--- src/rtl/spi_port_pkg.sv ---
package spi_port_pkg;
  localparam int BUS_W = 8;
  localparam logic [1:0] ADDR_DATA = 2'd0;
  localparam logic [1:0] ADDR_STAT = 2'd1;
  localparam logic [1:0] ADDR_CTRL = 2'd2;
  localparam logic [1:0] ADDR_DIV  = 2'd3;

  // control register layout, bit 4 down to bit 0
  typedef struct packed {
    logic irqEn;
    logic cpha;
    logic cpol;
    logic master;
    logic enable;
  } ctrlCfg_t;

  // strobes from the sequencer to the shift datapath
  typedef struct packed {
    logic load;
    logic sample;
    logic shift;
    logic capture;
    logic mergeLatch;
  } dpStrobe_t;

  typedef enum logic [1:0] {ST_IDLE, ST_RUN, ST_FINISH} seqState_t;
endpackage

--- src/rtl/spi_port_dp.sv ---
module spi_port_dp import spi_port_pkg::*; #(
  parameter int DATA_W = 8
) (
  input  logic              clk,
  input  logic              rst_n,
  input  dpStrobe_t         stb,
  input  logic [DATA_W-1:0] loadData,
  input  logic              serialIn,
  output logic              serialOut,
  output logic [DATA_W-1:0] rxData
);
  logic [DATA_W-1:0] shiftReg;
  logic              bitLatch;

  assign serialOut = shiftReg[DATA_W-1];

  always_ff @(posedge clk or negedge rst_n) begin
    if (!rst_n) begin
      shiftReg <= '0;
      bitLatch <= 1'b0;
      rxData   <= '0;
    end else begin
      if (stb.load)
        shiftReg <= loadData;
      else if (stb.shift)
        shiftReg <= {shiftReg[DATA_W-2:0], bitLatch};
      if (stb.sample)
        bitLatch <= serialIn;
      if (stb.capture)
        rxData <= stb.mergeLatch ? {shiftReg[DATA_W-2:0], bitLatch} : shiftReg;
    end
  end

  // a new byte never enters the shifter in a cycle that moves bits
  a_r5_load_not_during_shift: assert property (@(posedge clk) disable iff (!rst_n)
    stb.load |-> !(stb.shift || stb.sample || stb.capture));
endmodule

--- src/rtl/spi_port_ctrl.sv ---
module spi_port_ctrl import spi_port_pkg::*; #(
  parameter int DATA_W = 8,
  parameter int DIV_W  = 8
) (
  input  logic             clk,
  input  logic             rst_n,
  input  logic [1:0]       busAddr,
  input  logic             busWr,
  input  logic             busRd,
  input  logic [BUS_W-1:0] busWdata,
  input  logic             sckIn,
  input  logic             ssIn,
  output dpStrobe_t        stb,
  output ctrlCfg_t         cfg,
  output logic [DIV_W-1:0] divVal,
  output logic [BUS_W-1:0] statusByte,
  output logic             irq,
  output logic             sckOut,
  output logic             masterDrive,
  output logic             slaveDrive
);
  localparam int IDX_W = $clog2(2 * DATA_W);
  localparam logic [IDX_W-1:0] LAST_EDGE = IDX_W'(2 * DATA_W - 1);

  seqState_t        state;
  logic [IDX_W-1:0] edgeIdx;
  logic [DIV_W-1:0] divCnt;
  logic             sckPhase;
  logic [1:0]       sckSync, ssSync;
  logic             sckPrev;
  logic             doneF, wcolF, modfF;

  logic masterMode, slaveSel, modfEvt, dataWr, statRd, busy, collide;
  logic startMaster, tick, slvEdge, edgeEvt, leading, sampleSide;

  assign masterMode  = cfg.enable & cfg.master;
  assign slaveSel    = cfg.enable & ~cfg.master & ~ssSync[1];
  assign modfEvt     = masterMode & ~ssSync[1];
  assign dataWr      = busWr & (busAddr == ADDR_DATA);
  assign statRd      = busRd & (busAddr == ADDR_STAT);
  assign busy        = (state != ST_IDLE) | slaveSel;
  assign collide     = dataWr & busy;
  assign startMaster = dataWr & ~busy & masterMode & ~modfEvt;
  assign tick        = (state == ST_RUN) & masterMode & (divCnt == divVal);
  assign slvEdge     = slaveSel & (sckSync[1] != sckPrev) & (state != ST_FINISH);
  assign edgeEvt     = masterMode ? tick : slvEdge;
  assign leading     = ~edgeIdx[0];
  assign sampleSide  = leading ^ cfg.cpha;

  always_comb begin
    stb            = '0;
    stb.load       = dataWr & ~busy;
    stb.sample     = edgeEvt & sampleSide;
    stb.shift      = edgeEvt & ~sampleSide & (edgeIdx != '0);
    stb.capture    = (state == ST_FINISH);
    stb.mergeLatch = cfg.cpha;
  end

  assign statusByte  = {doneF, wcolF, 1'b0, modfF, 4'b0000};
  assign irq         = doneF & cfg.irqEn;
  assign sckOut      = cfg.cpol ^ sckPhase;
  assign masterDrive = masterMode;
  assign slaveDrive  = slaveSel;

  always_ff @(posedge clk or negedge rst_n) begin
    if (!rst_n) begin
      cfg      <= '0;
      divVal   <= '0;
      state    <= ST_IDLE;
      edgeIdx  <= '0;
      divCnt   <= '0;
      sckPhase <= 1'b0;
      sckSync  <= 2'b00;
      ssSync   <= 2'b11;
      sckPrev  <= 1'b0;
      doneF    <= 1'b0;
      wcolF    <= 1'b0;
      modfF    <= 1'b0;
    end else begin
      sckSync <= {sckSync[0], sckIn};
      ssSync  <= {ssSync[0], ssIn};
      sckPrev <= sckSync[1];
      if (busWr && busAddr == ADDR_CTRL) cfg <= busWdata[$bits(ctrlCfg_t)-1:0];
      if (busWr && busAddr == ADDR_DIV)  divVal <= DIV_W'(busWdata);
      doneF <= (state == ST_FINISH) | (doneF & ~statRd);
      wcolF <= collide | (wcolF & ~statRd);
      modfF <= modfEvt | (modfF & ~statRd);

      unique case (state)
        ST_IDLE: begin
          if (startMaster) begin
            state    <= ST_RUN;
            divCnt   <= '0;
            sckPhase <= 1'b0;
            edgeIdx  <= '0;
          end else if (slvEdge) begin
            state   <= ST_RUN;
            edgeIdx <= IDX_W'(1);
          end else if (!slaveSel) begin
            edgeIdx <= '0;
          end
        end
        ST_RUN: begin
          if (!(masterMode || slaveSel)) begin
            state    <= ST_IDLE;
            edgeIdx  <= '0;
            sckPhase <= 1'b0;
          end else begin
            if (masterMode) begin
              divCnt <= tick ? '0 : divCnt + 1'b1;
              if (tick) sckPhase <= ~sckPhase;
            end
            if (edgeEvt) begin
              if (edgeIdx == LAST_EDGE) begin
                state   <= ST_FINISH;
                edgeIdx <= '0;
              end else begin
                edgeIdx <= edgeIdx + 1'b1;
              end
            end
          end
        end
        default: state <= ST_IDLE;
      endcase

      if (modfEvt) begin
        cfg.master <= 1'b0;
        state      <= ST_IDLE;
        edgeIdx    <= '0;
        divCnt     <= '0;
        sckPhase   <= 1'b0;
      end
    end
  end

  // a status read with no new cause leaves every flag clear
  a_r4_flags_clear_on_read: assert property (@(posedge clk) disable iff (!rst_n)
    (statRd && state != ST_FINISH && !collide && !modfEvt) |=>
      (statusByte[7] == 1'b0 && statusByte[6] == 1'b0 && statusByte[4] == 1'b0));
  // the fault flag rises together with loss of mastership
  a_r7_fault_drops_master: assert property (@(posedge clk) disable iff (!rst_n)
    $rose(modfF) |-> (!cfg.master && !masterDrive));
  // the interrupt is gone the cycle after a status read
  a_r9_irq_low_after_read: assert property (@(posedge clk) disable iff (!rst_n)
    (statRd && state != ST_FINISH) |=> !irq);
  // an idle master holds SCK at the polarity level
  a_r10_idle_sck_level: assert property (@(posedge clk) disable iff (!rst_n)
    (state == ST_IDLE && masterMode) |-> (sckOut == cfg.cpol));
  // done rises only in the cycle after the capture strobe
  a_r8_done_follows_capture: assert property (@(posedge clk) disable iff (!rst_n)
    $rose(doneF) |-> $past(stb.capture));
endmodule

--- src/rtl/spi_port.sv ---
module spi_port import spi_port_pkg::*; #(
  parameter int DIV_W = 8
) (
  input  logic       clk,
  input  logic       rst_n,
  input  logic [1:0] busAddr,
  input  logic       busWr,
  input  logic       busRd,
  input  logic [7:0] busWdata,
  output logic [7:0] busRdata,
  output logic       irq,
  output logic       sckOut,
  output logic       sckOe,
  output logic       mosiOut,
  output logic       mosiOe,
  input  logic       misoIn,
  input  logic       sckIn,
  input  logic       mosiIn,
  output logic       misoOut,
  output logic       misoOe,
  input  logic       ssIn
);
  localparam int DATA_W = BUS_W;

  dpStrobe_t         stb;
  ctrlCfg_t          cfg;
  logic [DIV_W-1:0]  divVal;
  logic [BUS_W-1:0]  statusByte;
  logic [DATA_W-1:0] rxData;
  logic              serialOut, masterDrive, slaveDrive;

  spi_port_ctrl #(.DATA_W(DATA_W), .DIV_W(DIV_W)) i_ctrl (
    .clk(clk), .rst_n(rst_n), .busAddr(busAddr), .busWr(busWr), .busRd(busRd),
    .busWdata(busWdata), .sckIn(sckIn), .ssIn(ssIn), .stb(stb), .cfg(cfg),
    .divVal(divVal), .statusByte(statusByte), .irq(irq), .sckOut(sckOut),
    .masterDrive(masterDrive), .slaveDrive(slaveDrive)
  );

  spi_port_dp #(.DATA_W(DATA_W)) i_dp (
    .clk(clk), .rst_n(rst_n), .stb(stb), .loadData(busWdata),
    .serialIn(masterDrive ? misoIn : mosiIn), .serialOut(serialOut), .rxData(rxData)
  );

  assign sckOe   = masterDrive;
  assign mosiOe  = masterDrive;
  assign mosiOut = serialOut;
  assign misoOut = serialOut;
  assign misoOe  = slaveDrive;

  always_comb begin
    unique case (busAddr)
      ADDR_DATA: busRdata = rxData;
      ADDR_STAT: busRdata = statusByte;
      ADDR_CTRL: busRdata = BUS_W'(cfg);
      default:   busRdata = BUS_W'(divVal);
    endcase
  end

  // reserved status positions never read as 1
  a_r2_reserved_bits_zero: assert property (@(posedge clk) disable iff (!rst_n)
    (busRd && busAddr == ADDR_STAT) |-> (busRdata[5] == 1'b0 && busRdata[3:0] == 4'b0000));
endmodule

--- config.mk ---
export PLATFORM = sky130hd
export DESIGN_NAME = spi_port
export DESIGN_NICKNAME = d
export VERILOG_FILES = /design/src/rtl/spi_port_pkg.sv /design/src/rtl/spi_port_dp.sv /design/src/rtl/spi_port_ctrl.sv /design/src/rtl/spi_port.sv
export SDC_FILE = /design/constraint.sdc
export NUM_CORES = 1
export LEC_CHECK = 0
export BUFFER_PORTS_ARGS = -buffer_cell sky130_fd_sc_hd__buf_2
export CAP_MARGIN = 20
export CORE_ASPECT_RATIO = 1.4
export CORE_MARGIN = 10
export CORE_UTILIZATION = 63
export CTS_CLUSTER_SIZE = 20
export DETAILED_ROUTE_END_ITERATION = 8
export PLACE_DENSITY_LB_ADDON = 0.3
export SYNTH_ARGS = -nofsm -noshare
export SYNTH_HDL_FRONTEND = slang
export SYNTH_HIERARCHICAL = 1
export SYNTH_SLANG_ARGS = --single-unit
export TNS_END_PERCENT = 30
--- constraint.sdc ---
create_clock -name clk -period 5.1 [get_ports clk]
set_input_delay 0.51 -clock clk [delete_from_list [all_inputs] [get_ports clk]]
set_output_delay 0.51 -clock clk [all_outputs]
set_load 0.02 [all_outputs]
==> metrics.md, run 1 <==
| Metric | Value |
|---|---|
| Status | completed |
| R2R depth | 7 |
| Pre-Repair DR Iteration Count | 4 |
| Critical path's slowest cell | dfrtp_1 |
| Leak Pwr | 1.492 nW |
| Clk_skew | ~0.0040 ns |
| Core Box Area | 0.004572 mm2 |
| Worst min-delay path class | input pin to register |
| Residual DRC | 0 |
| Largest net degree at the start of global routing | 54 |
| Post-route minimum period | approximately 2.5 ns |
| Top sig layer | met4 |
| R2r setup slk | 2.59 ns |
| Yosys warns | 6 |
| CTS root buf | clkbuf_8 |
| Routed vias/inst | 6.054 |
| Slowest stage delay, CP | 0.61 ns |
| Routed Antenna Nets | 0 |
| First-pass GRT wire length | 11.20 mm |
| Crit path depth | 7 |
| PwrDens | 355.7 mW/mm2 |
| Die Span Y | between 100 and 150 um |
| Hold Vio Cnt, Final | 0 |
| Final Util | 69.60% |
| Mux contribution to synthesized area | 16.75% |
| RSZ-0062 raised after global routing | false |
| Finish-stage setup viols | 0 |
| Syn-to-layout area delta | 5.431% |
| Overall Global Routing Usage | between 15 and 20% |
| Routability-driven placement congestion ratio | 0.8901 |
| CTS tree | yes |
| Die width | slightly below 80 um |
| Critical path's top delay family | simple AND/OR/NAND/NOR gates |
| R2r startpoint | i_ctrl/cfg[1] |
| Crit path kind | register to register |
| Buf/Inv on CP | 0 |
| Synth Area in XOR/XNOR | approximately 3.5% |
| CP endpoint kind | register |
| Post-synthesis cell count | 286 |
| Number of synthesized flops with an enable pin | 0 |
| Nets | about 330 |
| Skew-Pair Late Insertion Delay | 0.30 ns |
| Commonest non-fill, non-tap cell in the layout | dfrtp_1 |
| Yosys reg bits | 53 |
| Port bufs | 32 |
| Synth Area in Adders | roughly 1.2% |
| I/O pin count | 33 |
| DPL Wire Length | 5.179 mm |
| Sink Count | between 50 and 60 |
| Post-synth cell types | 49 |
| WL/cell | roughly 19 um |
| Compound-Gate Fraction of Synth Area | 11.28% |
| Most frequent cells in the layout | dfrtp_1, buf_2, nand2_1 |
| Final period util | 49.20% |
| Vias in the first global route | approximately 2200 |
| Final wirelength | slightly below 7 mm |
| Met2 wire len | roughly 3.7 mm |
| DRT iter0 DRCs | 191 |
| Htree depth | 2 |
| Worst reg2reg endpoint | i_dp/shiftReg[3] |
| Cell Chain, Critical Path | nand4b_4 > nor4_2 > nand4_1 > nand2_1 > and3_1 > mux2i_1 > o21ai_1 |
| Clock tree buffer depth | 2 |
| Post-route setup TNS | 0 ns |
| CP max FO | 11 |
| Sequential element share of the synthesized area | 44.03% |
| Dominant synthesized flop cell | dfrtp_1 |
| Post-cts sizing count | 0 |
| Storage element area | 0.001329 mm2 |
| Post-CTS Setup Inserts | 0 |
| Multi-input gate area | 0.001488 mm2 |
| Main combinational cell family by area after synthesis | multiplexers |
| Synth async-reset ratio | 100.0% |
| Met3 wire length | 308 um |
| Row Count | 29 |
| Arrival @ worst endpoint | 2.66 ns |
| Post-synthesis simple-gate area fraction | 15.92% |
| Via count | 2234 |
| Max-Slew Margin vs Limit | between 30% and 40% |
| Initial antenna violation count | 0 |
| Worst setup SP type | register |
| Final max-slew violation count | 0 |
| Cts hold-fix bufs | 0 |
| Critical Path Sink | i_dp/shiftReg[3] |
| Worst setup path startpoint | i_ctrl/cfg[1] |
| Die area | 0.007998 mm2 |
| Gr ovfl total | 0 |
| Share of layout cells above drive strength 1 | a little under a quarter |
| TritonCTS Buffers | 5 |
| Mean post-synth cell area | 10.55 um2 |
| M1 WL | approximately 2.6 mm |
| FILL cells | 368 |
| # Max-Cap Violations | 0 |
| FMAX | between 300 and 400 MHz |
| CTS clk-pin slew, worst paths | around 0.09 ns |
| Worst vdd ir | between 0.15 and 0.2 mV |
| N_diodes | 0 |
| Synth Cell Area | 0.003018 mm2 |
| Least-Margin Pin Slew | 0.9618 ns |
| Initial Util | 66.01% |
| WP data required | 5.25 ns |
==> power breakdown <==
group	switching [mW]	internal [mW]
clock network	0.131	0.123
registers	0.0955	0.488
logic	0.161	0.134
total	0.387	0.745
==> cells in the mapped netlist, types with 6 or more instances <==
cell type,n,share of area (%)
dfrtp_1,51,42
nand2_1,29,3.6
mux2i_1,22,7.3
nor2_1,16,2.0
mux2_2,15,5.6
buf_4,14,3.5
nand3_1,14,2.3
a21oi_1,12,2.0
o21ai_0,11,1.8
xor2_1,9,2.6
o21ai_1,8,1.3
buf_6,7,2.6
a22o_1,6,1.7
nor3_1,6,1.0
==> logic make-up after synthesis <==
| kind of cell | after synthesis |
|---|---|
| compound gates | 53 |
| xor+xnor | 12 |
| flops | 53 |
| fa+ha+maj | 3 |
| other cells | 1 |
| simple gates | 93 |
| buf+inv | 29 |
| mux | 42 |
==> routing by layer <==
metal	track usage (%)	vias up
li1	-	1048
met1	19.41	1104
met2	31.85	70
met3	4.042	12
met4	8.714	0
met5	0	-
==> area by class of cell <==
| class | instances | share of cell area [%] |
|---|---|---|
| Timing Repair Buffer | 33 | 5.269 |
| Clock buffer | 7 | 3.028 |
| Tap cell | 62 | 2.438 |
| Multi-Input combinational cell | 208 | 46.76 |
| Sequential cell | 53 | 41.76 |
| Inverter | 5 | 0.5899 |
| Clock inverter | 1 | 0.1573 |
==> worst min-delay path by stage <==
stage               depth (start not counted)  slack (ns)         startpoint                end
detailed placement                          0        0.34  i_ctrl/sckSync[0]  i_ctrl/sckSync[1]
CTS                                         1        0.29               ssIn   i_ctrl/ssSync[0]
global route                                1        0.28               ssIn   i_ctrl/ssSync[0]
floorplan                                   0        0.21              rst_n      i_ctrl/cfg[0]
finish                                      1        0.29               ssIn   i_ctrl/ssSync[0]
global placement                            0        0.33  i_ctrl/sckSync[0]  i_ctrl/sckSync[1]
==> worst register-to-register path, stage by stage, from the launching register on <==
cell and delay, ns:
dfrtp_1 0.61, nand4b_4 0.14, nor4_2 0.26, nand4_1 0.29, nand2_1 0.18, and3_1 0.53
mux2i_1 0.27, o21ai_1 0.09
==> flip-flops by register name, indices dropped and copies added, names as in the netlist, 4 cells and up <==
| register | flops |
|---|---|
| i_dp/shiftReg | 8 |
| i_ctrl/edgeIdx | 4 |
| i_ctrl/divVal | 8 |
| i_ctrl/divCnt | 8 |
| i_ctrl/cfg | 5 |
| i_dp/rxData | 8 |
==> per-stage QoR <==
stage | power [mW] | hold slack [ns] | cell area [um2] | std cells | setup WS, ns
floorplan | 0.8076 | 0.2144 | 3033 | 290 | 3.290
global placement | 0.8695 | 0.3332 | 3080 | 361 | 2.770
detailed placement | 0.8848 | 0.3387 | 3080 | 361 | 2.658
CTS | 1.139 | 0.2865 | 3182 | 369 | 2.628
global route | 1.198 | 0.2798 | 3182 | 369 | 2.409
finish | 1.132 | 0.2945 | 3182 | 369 | 2.591
No activity file was read; power rests on OpenSTA's default activity.
==> inputs of run 2 (changes only) <==
- CORE_UTILIZATION: 63 -> 59
- clock period: 5.1 -> 2.4 ns (I/O delays scaled with it)
==> metrics.md, run 2 (synthesized netlist as in run 1, its figures left out) <==
| Metric | Value |
|---|---|
| Htree depth | 2 |
| Leak Pwr | between 1.5 and 2 nW |
| Overall Global Routing Usage | between 15 and 20% |
| RSZ-0062 raised after global routing | false |
| Die area | 0.008417 mm2 |
| Port bufs | 32 |
| Worst vdd ir | ~0.4 mV |
| Residual DRC | 0 |
| Final Util | 66.36% |
| Status | completed |
| Crit path depth | 7 |
| Routed Antenna Nets | 0 |
| CP max FO | 11 |
| I/O pin count | 33 |
| Slack of the critical path | 0.1807 ns |
| Final max-slew violation count | 0 |
| Hold-critical path depth | 1 |
| Placed Instance Area | 0.003143 mm2 |
| N_diodes | 0 |
| R2R depth | 7 |
| # Max-Cap Violations | 0 |
| Post-route minimum period | around 2.2 ns |
| Syn-to-layout area delta | 8.126% |
| First-pass GRT wire length | 11.10 mm |
| Post-cts sizing count | 0 |
| Placed insts | 371 |
| Vias in the first global route | 2189 |
| CP endpoint kind | register |
| Final period util | ~90% |
| FMAX | 450.6 MHz |
| Place WS | approximately 0.22 ns |
| CTS clk-pin slew, worst paths | 0.09 ns |
| Routed vias/inst | ~6 |
| DRT iter0 DRCs | 142 |
| Max-Slew Margin vs Limit | about 47% |
| Final Cell Area | 0.003263 mm2 |
| Final hold slack | about 0.024 ns |
| Critical path's top delay family | simple AND/OR/NAND/NOR gates |
| Arrival @ worst endpoint | 2.42 ns |
| Clock tree buffer depth | 2 |
| DPL Wire Length | 5.274 mm |
| Largest net degree at the start of global routing | 54 |
| Core Box Area | 0.004917 mm2 |
| Most frequent cells in the layout | dfrtp_1, buf_2, nand2_1 |
| Share of layout cells above drive strength 1 | 25.08% |
| Overall power | 2.505 mW |
| CTS root buf | clkbuf_8 |
| PwrDens | 767.7 mW/mm2 |
| Worst setup SP type | register |
| Cell Chain, Critical Path | nand4b_4 > nor4_2 > nand4_1 > nand2_1 > and3_1 > mux2i_1 > o21ai_1 |
| Gr ovfl total | 0 |
| Skew-Pair Late Insertion Delay | 0.31 ns |
| Critical path's slowest cell | dfrtp_1 |
| Commonest non-fill, non-tap cell in the layout | dfrtp_1 |
| Finish-stage setup viols | 0 |
| Clk_skew | 0.008808 ns |
| Hold Vio Cnt, Final | 0 |
| Sink Count | 53 |
| Slowest stage delay, CP | 0.58 ns |
| Die width | around 80 um |
| Nets | 335 |
| Routability-driven placement congestion ratio | around 0.92 |
| Buf/Inv on CP | 0 |
| TritonCTS Buffers | 5 |
| WL/cell | 18.04 um |
| FILL cells | 414 |
| Via count | 2270 |
| Die Span Y | ~100 um |
| Post-route setup TNS | 0 ns |
| Initial Util | 61.37% |
| WP data required | between 2 and 3 ns |
| Pre-Repair DR Iteration Count | 4 |
| Initial antenna violation count | 0 |
| Worst min-delay path class | input pin to register |
| Post-Layout Cell Count | 379 |
| Row Count | 30 |
| Final wirelength | 6.837 mm |
| Multi-input gate area | between 0.001 and 0.0015 mm2 |
| Post-CTS Setup Inserts | 0 |
| Cts hold-fix bufs | 0 |
| Least-Margin Pin Slew | 0.7868 ns |
| Storage element area | 0.001329 mm2 |
| Crit path kind | register to register |
| CTS tree | yes |
==> run 2: area by class of cell <==
cell class / instances / share of cell area (%)
Multi-Input combinational cell: 208 / 45.59
Tap cell: 64 / 2.454
Sequential cell: 53 / 40.72
Clock buffer: 6 / 2.531
Timing Repair Buffer: 41 / 6.979
Clock inverter: 2 / 1.150
Inverter: 5 / 0.5752
==> run 2: final timing paths <==
check,from,slack [ns],end
worst max-delay path,i_ctrl/cfg[1],0.18,i_dp/shiftReg[0]
worst min-delay path,ssIn,0.02,i_ctrl/ssSync[0]
worst max register to register,i_ctrl/cfg[1],0.18,i_dp/shiftReg[0]
worst min register to register,i_ctrl/sckSync[0],0.36,i_ctrl/sckSync[1]
max in group asynchronous,rst_n,1.91,i_ctrl/divCnt[3]
min in group asynchronous,rst_n,0.04,i_ctrl/doneF
==> run 2: power breakdown <==
part           total [mW]  internal (mW)  switching, mW
logic               0.651          0.297          0.353
clock network       0.631          0.339          0.292
registers            1.22           1.04          0.187
total                2.51           1.67          0.832
==> run 2: layer usage <==
metal	share of wire (%)	wire length (um)	GRT usage [%]
met4	2.1	143	6.439
met5	0	0	0
met3	4.7	321	3.431
met2	55	3785	29.20
met1	38	2587	18.24
